File: src/rtl/tstclr_pkg.sv
`timescale 1ns/1ps
package tstclr_pkg;
  typedef enum logic [1:0] {
    ST_IDLE  = 2'd0,
    ST_READ  = 2'd1,
    ST_WRITE = 2'd2,
    ST_DONE  = 2'd3
  } tc_state_e;
endpackage

File: src/rtl/tstclr_mask.sv
`timescale 1ns/1ps
// One-hot decode of the bit index, one comparator per bit position.
module tstclr_mask #(
  parameter int DW = 32,
  parameter int IW = 5
) (
  input  logic [IW-1:0] idx,
  output logic [DW-1:0] onehot
);
  for (genvar g = 0; g < DW; g++) begin : g_bit
    assign onehot[g] = (idx == IW'(g));
  end
endmodule

File: src/rtl/tstclr_ctrl.sv
`timescale 1ns/1ps
// Sequencer: idle -> read -> write -> done -> idle.
module tstclr_ctrl
  import tstclr_pkg::*;
(
  input  logic clk,
  input  logic rst_n,
  input  logic req_valid,
  output logic accept,
  output logic busy,
  output logic done,
  output logic in_read,
  output logic in_write
);
  tc_state_e state_q, state_d;

  always_comb begin
    state_d = state_q;
    unique case (state_q)
      ST_IDLE:  if (req_valid) state_d = ST_READ;
      ST_READ:  state_d = ST_WRITE;
      ST_WRITE: state_d = ST_DONE;
      ST_DONE:  state_d = ST_IDLE;
      default:  state_d = ST_IDLE;
    endcase
  end

  always_ff @(posedge clk) begin
    if (!rst_n) state_q <= ST_IDLE;
    else        state_q <= state_d;
  end

  assign accept   = (state_q == ST_IDLE) && req_valid;
  assign busy     = (state_q != ST_IDLE);
  assign done     = (state_q == ST_DONE);
  assign in_read  = (state_q == ST_READ);
  assign in_write = (state_q == ST_WRITE);
endmodule

File: src/rtl/tstclr_opreg.sv
`timescale 1ns/1ps
// Holds the operation fields captured at acceptance.
module tstclr_opreg #(
  parameter int AW = 16,
  parameter int IW = 5
) (
  input  logic          clk,
  input  logic          rst_n,
  input  logic          accept,
  input  logic [IW-1:0] req_bit,
  input  logic [AW-1:0] req_addr,
  input  logic          req_to_status,
  output logic [IW-1:0] op_bit,
  output logic [AW-1:0] op_addr,
  output logic          op_sr
);
  always_ff @(posedge clk) begin
    if (!rst_n) begin
      op_bit  <= '0;
      op_addr <= '0;
      op_sr   <= 1'b0;
    end else if (accept) begin
      op_bit  <= req_bit;
      op_addr <= req_addr;
      op_sr   <= req_to_status;
    end
  end
endmodule

File: src/rtl/tstclr_statreg.sv
`timescale 1ns/1ps
// Status register with the carry flag in bit 0.
module tstclr_statreg #(
  parameter int DW = 32
) (
  input  logic          clk,
  input  logic          rst_n,
  input  logic          flag_we,
  input  logic [DW-1:0] flag_wdata,
  input  logic          busy,
  input  logic          commit,
  input  logic          op_sr,
  input  logic [DW-1:0] sel_mask,
  input  logic          mem_bit,
  output logic [DW-1:0] sr_q
);
  // Result of one test-and-clear on the status register. The carry first
  // takes the tested bit; if bit 0 itself is the target, the clear wins.
  function automatic logic [DW-1:0] sr_after(
    input logic [DW-1:0] cur,
    input logic [DW-1:0] m,
    input logic          from_sr,
    input logic          mbit
  );
    logic [DW-1:0] r;
    logic          tested;
    tested = from_sr ? |(cur & m) : mbit;
    r      = from_sr ? (cur & ~m) : cur;
    r[0]   = (from_sr && m[0]) ? 1'b0 : tested;
    return r;
  endfunction

  always_ff @(posedge clk) begin
    if (!rst_n)                sr_q <= '0;
    else if (commit)           sr_q <= sr_after(sr_q, sel_mask, op_sr, mem_bit);
    else if (flag_we && !busy) sr_q <= flag_wdata;
  end
endmodule

File: src/rtl/tstclr_unit.sv
`timescale 1ns/1ps
module tstclr_unit #(
  parameter int DW = 32,
  parameter int AW = 16,
  localparam int IW = $clog2(DW)
) (
  input  logic          clk,
  input  logic          rst_n,
  input  logic          req_valid,
  input  logic          req_to_status,
  input  logic [IW-1:0] req_bit,
  input  logic [AW-1:0] req_addr,
  input  logic          flag_we,
  input  logic [DW-1:0] flag_wdata,
  output logic [AW-1:0] mem_addr,
  output logic          mem_rd,
  output logic          mem_wr,
  output logic [DW-1:0] mem_wdata,
  input  logic [DW-1:0] mem_rdata,
  output logic          mem_lock,
  output logic          busy,
  output logic          done,
  output logic [DW-1:0] status
);
  logic          accept, in_read, in_write;
  logic [IW-1:0] op_bit;
  logic [AW-1:0] op_addr;
  logic          op_sr;
  logic [DW-1:0] sel_mask;
  logic          mem_bit;
  // Named events for the checker
  logic          ev_sr_bit0_done;

  tstclr_ctrl u_ctrl (
    .clk(clk), .rst_n(rst_n), .req_valid(req_valid), .accept(accept),
    .busy(busy), .done(done), .in_read(in_read), .in_write(in_write)
  );

  tstclr_opreg #(.AW(AW), .IW(IW)) u_opreg (
    .clk(clk), .rst_n(rst_n), .accept(accept), .req_bit(req_bit),
    .req_addr(req_addr), .req_to_status(req_to_status),
    .op_bit(op_bit), .op_addr(op_addr), .op_sr(op_sr)
  );

  tstclr_mask #(.DW(DW), .IW(IW)) u_mask (.idx(op_bit), .onehot(sel_mask));

  tstclr_statreg #(.DW(DW)) u_sr (
    .clk(clk), .rst_n(rst_n), .flag_we(flag_we), .flag_wdata(flag_wdata),
    .busy(busy), .commit(in_write), .op_sr(op_sr), .sel_mask(sel_mask),
    .mem_bit(mem_bit), .sr_q(status)
  );

  assign mem_bit   = |(mem_rdata & sel_mask);
  assign mem_addr  = op_addr;
  assign mem_rd    = in_read  && !op_sr;
  assign mem_wr    = in_write && !op_sr;
  assign mem_wdata = mem_rdata & ~sel_mask;
  assign mem_lock  = (in_read || in_write) && !op_sr;

  assign ev_sr_bit0_done = done && op_sr && (op_bit == '0);
endmodule

File: config.mk
export PLATFORM = sky130hd
export DESIGN_NAME = tstclr_unit
export DESIGN_NICKNAME = d
export VERILOG_FILES = /design/src/rtl/tstclr_pkg.sv /design/src/rtl/tstclr_mask.sv /design/src/rtl/tstclr_ctrl.sv /design/src/rtl/tstclr_opreg.sv /design/src/rtl/tstclr_statreg.sv /design/src/rtl/tstclr_unit.sv
export SDC_FILE = /design/constraint.sdc
export NUM_CORES = 1
export LEC_CHECK = 0
export ABC_AREA = 1
export CAP_MARGIN = 20
export CORE_ASPECT_RATIO = 0.75
export CORE_UTILIZATION = 39
export CTS_BUF_LIST = sky130_fd_sc_hd__clkbuf_8
export CTS_CLUSTER_DIAMETER = 30
export CTS_CLUSTER_SIZE = 16
export DETAILED_ROUTE_END_ITERATION = 8
export DONT_BUFFER_PORTS = 1
export GPL_TIMING_DRIVEN = 0
export HOLD_SLACK_MARGIN = 0.06
export SYNTH_ARGS = -nofsm -noshare
export SYNTH_HDL_FRONTEND = slang
export SYNTH_SLANG_ARGS = --single-unit
File: constraint.sdc
create_clock -name clk -period 1.5 [get_ports clk]
set_input_delay 0.15 -clock clk [delete_from_list [all_inputs] [get_ports clk]]
set_output_delay 0.15 -clock clk [all_outputs]
set_load 0.03 [all_outputs]
==> flow_summary.toml, run 1 <==
[logic_synthesis]
async_flop_share_pct = 0
ys_types = 22
netlist_area_mm2 = 0.00331
ys.flop_type = "dfxtp_1"
ys.warnings.count = 0
ys_ff_latch = 56
ys_seq_area_share_pct = 33.8
syn_area_per_cell_um2 = 6.16
synth_cells = 538
synth_edf_count = 0
synth_fp_nets = 633

[cells_and_area]
synthToLayoutAreaGrowth_pct = 60.4
drive_above_1_share_pct = 32.3
fillers = 723
final_cells = 740
diodes = 0
nets = 729
final_cell_area_mm2 = 0.00531

[hold_path]
min_path_cells = 4
hp-class = "in2reg"

[outcome]
status = "complete, but fails checks"
violations = "setup timing"

[worst_setup_path]
worstPathMaxFanout = 6
cp-end-kind = "flop"
crit_type = "reg2reg"
worstRegToRegCells = 12
required_ps = 1760
startpoint_type = "flop"
cp.arrival_ps = 1940

[placement]
dp_cells = 643
place_congestion = 0.947
hpwlAfterDp_um = 10200
io_buffers = 0
place_area_mm2 = 0.00345

[route]
drtIter0Drc = 340
routed_wl_um = 14500
detail-route-antenna-nets = 0
via_per_inst = 5.73
drc = 0
vias = 4241
routedWlPerCell_um = 19.6
dr.pass1.iters = 6

[cts]
cts_buffers = 5
cts_tree = "done"
cts_root_buf = "clkbuf_8"
clock_path_buffers = 2
htree_levels = 2
clk_latency_ps = 320
cts_sinks = 56
clkTransAtPathRegs_ps = 100

[global_route]
grtUsageTotal_pct = 32.3
globalRoute.totalOverflow = 0
grt_pass1_vias = 3928
antenna_found_initial = 0
grt_max_degree = 18
grt_pass1_wl_um = 21400

[die]
die_y_um = 81.8
die-area_mm2 = 0.00887
ios = 175
start_util_pct = 41.1
die_w_um = 108
rows = 28
core_area_mm2 = 0.00806

[sta]
final-setup-viol-count = 33
max_freq_mhz = 593
fin_crit_ps = 1690
setup_slack_ps = -187
post-route-period-util_pct = 112
tightest_slew_ps = 532
maxSlewHeadroom_pct = 64.6
rsz0062_at_grt = "true"
slew_viol_final = 0
clock_skew_ps = 7.40
final-hold-violation-count = 0

[power]
peakVddDrop_mv = 0.999
pwr_density_cell_mw_per_mm2 = 1640
p_leak_nw = 2.27

[job]
drv_cap = 0
## per-layer routing
metal,part of all wire (%),global-route usage [%],vias up
met5,0,0,-
met4,1.8,8.51,0
met3,11,10.9,26
met2,45,50.8,231
met1,42,42.4,2017
li1,-,-,1967
## synth_stat cells, types with 5 or more instances
cell,n,area (um2)
a21oi_1,39,195
buf_2,10,50.1
clkbuf_1,19,71.3
dfxtp_1,56,1120
ha_1,5,62.6
inv_1,55,206
nand2_1,106,398
nand3_1,43,215
nand4_1,24,150
nor2_1,73,274
nor2_2,5,31.3
nor3_1,5,25.0
o21ai_0,83,415
## layout make-up
type                       count  area, um2  area share (%)
clock buffer                   5       68.8            1.30
tap                          105        131            2.47
timing repair buffer          90        933            17.6
inverter                      58        298            5.61
clock inverter                 3       38.8           0.730
sequential                    56       1140            21.5
multi-input combinational    392       2420            45.6
buffer                        31        277            5.21
## registers in the layout, indices dropped and copies added, names as in the netlist
register         flops
u_opreg.op_addr     16
u_opreg.op_bit       5
u_sr.sr_q           32
u_ctrl.state_q       2
u_opreg.op_sr        1
## worst max-delay path: stages (launching register included)
cell,delay (ps)
dfxtp_4,400
nor2_4,270
buf_6,170
nand4_1,100
nand2_1,120
nor2_1,60
nand2_1,80
nor2_2,40
nand2_2,90
nand2_1,60
nand2_1,60
nand2_1,50
a21oi_1,120
## through the flow
step / setup TNS, ps / setup WS (ps) / util (%) / power [W] / hold WS (ps)
after floorplan: -83.0 / -83.0 / - / 0.00501 / 296
after global placement: -15540 / -508 / 42.8 / 0.00573 / 320
after detailed placement: -17090 / -493 / 42.8 / 0.00579 / 317
after CTS: -3130 / -171 / 62.6 / 0.00821 / 97.3
after global routing: -4870 / -266 / 65.9 / 0.00917 / 167
final: -2630 / -187 / 65.9 / 0.00870 / 157
## kinds of logic (layout without fill, tap and decap cells)
| logic type | count (synthesis) | after routing | share of synthesized area [%] |
|---|---|---|---|
| simple gates | 258 | 258 | 33.5 |
| compound gates | 129 | 129 | 19.8 |
| buf+inv | 90 | 187 | 10.9 |
| flops | 56 | 56 | 33.8 |
| fa+ha+maj | 5 | 5 | 1.89 |
## final timing paths
path	startpoint	endpoint	slack [ps]
max	u_opreg.op_bit[1]$_SDFFE_PN0P_	u_sr.sr_q[0]$_SDFFE_PN0P_	-190
min	flag_we	u_sr.sr_q[23]$_SDFFE_PN0P_	160
max reg2reg	u_opreg.op_bit[1]$_SDFFE_PN0P_	u_sr.sr_q[0]$_SDFFE_PN0P_	-190
min reg2reg	u_ctrl.state_q[1]$_SDFFE_PN0P_	u_ctrl.state_q[1]$_SDFFE_PN0P_	550
## where the power goes
part | switching, W | internal [W]
Combinational | 0.00270 | 0.00170
Clock | 0.000533 | 0.000491
Sequential | 0.00130 | 0.00198
Total | 0.00453 | 0.00417
## what timing repair did
action,in CTS,in global routing
hold endpoints to repair,55,0
setup buffers,22,9
gates resized for setup,241,70
setup endpoints to repair,89,89
cloned,4,1
pin swaps,30,19
hold buffers,55,0
## placed cells by master, fill, tap and decap left out, types with 6 or more instances in the layout
cell / count
nand3_1: 33
nor2_4: 20
nand2_1: 69
nand2_4: 21
inv_4: 14
clkbuf_1: 6
nor2_2: 6
buf_4: 23
a21oi_1: 38
nand2_2: 14
dfxtp_1: 48
inv_1: 15
o21ai_0: 64
nand4_1: 24
nand3_4: 6
clkbuf_8: 8
inv_2: 21
o21ai_1: 19
dlygate4sd3_1: 55
inv_6: 9
nor2_1: 53
buf_6: 16
Power figures use the tool's default switching activity.
==> inputs of run 2 (changes only) <==
--- a/config.mk
+++ b/config.mk
@@ -16,6 +16,7 @@
 export DONT_BUFFER_PORTS = 1
 export GPL_TIMING_DRIVEN = 0
 export HOLD_SLACK_MARGIN = 0.06
+export SETUP_SLACK_MARGIN = 0.5
 export SYNTH_ARGS = -nofsm -noshare
 export SYNTH_HDL_FRONTEND = slang
 export SYNTH_SLANG_ARGS = --single-unit
==> run 2 against run 1 <==
  * The flow still finishes with violations (setup timing)
  * Via count rose by 9.3%
  * Wire length is 18% higher
  * Die area did not move
  * Worst hold slack worse by 89 ps
  * Critical path depth up 1
  * Power rose by 29%
  * Global-route usage grew 2.1 points
  * Cell area is 24% higher
  * Critical path type unchanged
  * Critical endpoint unchanged
  * Largest power group unchanged
  * Highest routed layer unchanged
==> flow_summary.toml, run 2 (synthesis gave the netlist of run 1 again) <==
[outcome]
status = "complete, but fails checks"
violations = "setup timing"

[sta]
final-hold-violation-count = 0
fin_crit_ps = 1840
final-setup-viol-count = 52
maxSlewHeadroom_pct = 36.5
setup_slack_ps = -338
rsz0062_at_grt = "true"
timing.hold.ws_ps = 68.0
max_freq_mhz = 544
clock_skew_ps = 12.0
slew_viol_final = 0
tightest_slew_ps = 952
post-route-period-util_pct = 123

[worst_setup_path]
cp_num_buf_inv = 5
worstPathMaxFanout = 6
crit_path_frequent_cell = "nand2_1"
path_delay_family = "buffers and inverters"
required_ps = 1740
cp-startpoint = "u_opreg.op_bit[4]$_SDFFE_PN0P_"
startpoint_type = "flop"
cp_slowest_stage_delay_ps = 340
crit_chain = "buf_6, inv_6, buf_12, buf_12, buf_4, nand3_1, nand2_1, nor2_1, nand2_1, nor2_1, nand2_1, a21oi_1, a21oi_1"
timing.rr.end = "u_sr.sr_q[0]$_SDFFE_PN0P_"
cp-end-kind = "flop"
timing.rr.start = "u_opreg.op_bit[4]$_SDFFE_PN0P_"
cp.arrival_ps = 2080
crit_type = "reg2reg"
worstRegToRegCells = 13
slowest_stage = "dfxtp_2"
r2r_slack_ps = -340

[cts]
clk_latency_ps = 340
clkTransAtPathRegs_ps = 120
cts_tree = "done"
cts_root_buf = "clkbuf_8"
htree_levels = 2
clock_path_buffers = 2
cts_sinks = 56
cts_buffers = 5

[placement]
hpwlAfterDp_um = 10200
io_buffers = 0
place_area_mm2 = 0.00369
place_congestion = 0.944
dp_slack_ps = -345

[route]
drtIter0Drc = 344
routedWlPerCell_um = 21.9
via_per_inst = 5.91
detail-route-antenna-nets = 0
dr.pass1.iters = 6
drc = 0
vias = 4637
routed_wl_um = 17100

[global_route]
globalRoute.totalOverflow = 0
grtUsageTotal_pct = 34.4
antenna_found_initial = 0
grt_max_degree = 19
grt_pass1_wl_um = 22400
grt_pass1_vias = 4128

[cells_and_area]
reg.largest.list = "u_sr.sr_q: 32 flops, u_opreg.op_addr: 16 flops, u_opreg.op_bit: 5 flops"
fillers = 480
layout_common_cells = "nand2_1 (60), dlygate4sd3_1 (56), dfxtp_2 (50)"
max_flop_register = "u_sr.sr_q"
largest_reg_flops = 32
diodes = 0
final_cell_area_mm2 = 0.00658
final_common_cell = "nand2_1"
nets = 773
drive_above_1_share_pct = 58.2
utilization_pct = 81.7
synthToLayoutAreaGrowth_pct = 98.7

[hold_path]
holdPathEnd = "u_sr.sr_q[23]$_SDFFE_PN0P_"
min_path_cells = 4
hp-class = "in2reg"
min-delay-start = "flag_we"

[die]
core_area_mm2 = 0.00806
ios = 175
die-area_mm2 = 0.00887
rows = 28
die_y_um = 81.8
start_util_pct = 41.1
die_w_um = 108

[power]
pwr_density_cell_mw_per_mm2 = 1710
p_leak_nw = 2.72
peakVddDrop_mv = 1.52

[job]
drv_cap = 0
-- run 2: changes by cell type in the layout (fill, tap and decap cells not counted), moves of 9 or more --
cell and change:
a21oi_1 -12, a21oi_2 +12, buf_6 +21, clkbuf_16 +9, dfxtp_1 -48, dfxtp_2 +46
nand2_1 -9, nand2_2 +9, nor2_1 -18, nor2_4 +14, o21ai_0 -46, o21ai_2 +37
-- run 2: worst min-delay path, stage by stage --
cell and delay (ps):
nand2_4 50, nor2_4 50, nand2_1 60, a21oi_1 70
-- run 2: worst max path at each step --
stage / endpoint / slack (ps) / cells past startpoint
global route: u_sr.sr_q[0]$_SDFFE_PN0P_ / -340 / 13
CTS: mem_wdata[20] / -190 / 6
finish: u_sr.sr_q[0]$_SDFFE_PN0P_ / -340 / 13
floorplan: u_sr.sr_q[0]$_SDFFE_PN0P_ / 140 / 12
global placement: u_sr.sr_q[0]$_SDFFE_PN0P_ / -340 / 13
detailed placement: u_sr.sr_q[0]$_SDFFE_PN0P_ / -340 / 13
-- run 2: per-stage QoR --
stage | setup TNS, ps | total power, W | cells
after global placement | -4690 | 0.00632 | 643
final | -5460 | 0.0113 | 784
after global routing | -8780 | 0.0116 | 784
after CTS | -4160 | 0.00921 | 741
after detailed placement | -5510 | 0.00636 | 643
after floorplan | 0 | 0.00552 | 538
-- run 2: final cells by class --
cell class / count / area (um2) / share of cell area [%]
Buffer: 32 / 452 / 6.86
Sequential cell: 56 / 1210 / 18.3
Inverter: 58 / 345 / 5.25
Tap cell: 105 / 131 / 2.00
Clock buffer: 5 / 68.8 / 1.05
Multi-Input combinational cell: 393 / 2920 / 44.4
Timing Repair Buffer: 132 / 1440 / 21.8
Clock inverter: 3 / 21.3 / 0.323
-- run 2: per-layer routing --
layer  part of all wire (%)  GRT usage [%]  up-vias
li1                       -              -     2068
met1                     40           44.9     2232
met2                     48           55.6      304
met3                    9.8           9.84       33
met4                    1.9           9.32        0
met5                      0              0        -
-- run 2: timing repair --
action,in CTS,in global routing
setup buffers,30,37
pin swaps,34,72
endpoints found under the hold margin,56,4
hold buffers,55,1
endpoints found under the setup margin,141,94
gates cloned,5,5
resized for setup,258,225
-- run 2: where the power goes --
group / leakage, nW / internal (W) / switching, W
logic: 2.18 / 0.00314 / 0.00368
registers: 0.484 / 0.00209 / 0.00139
clock network: 0.0503 / 0.000339 / 0.000614
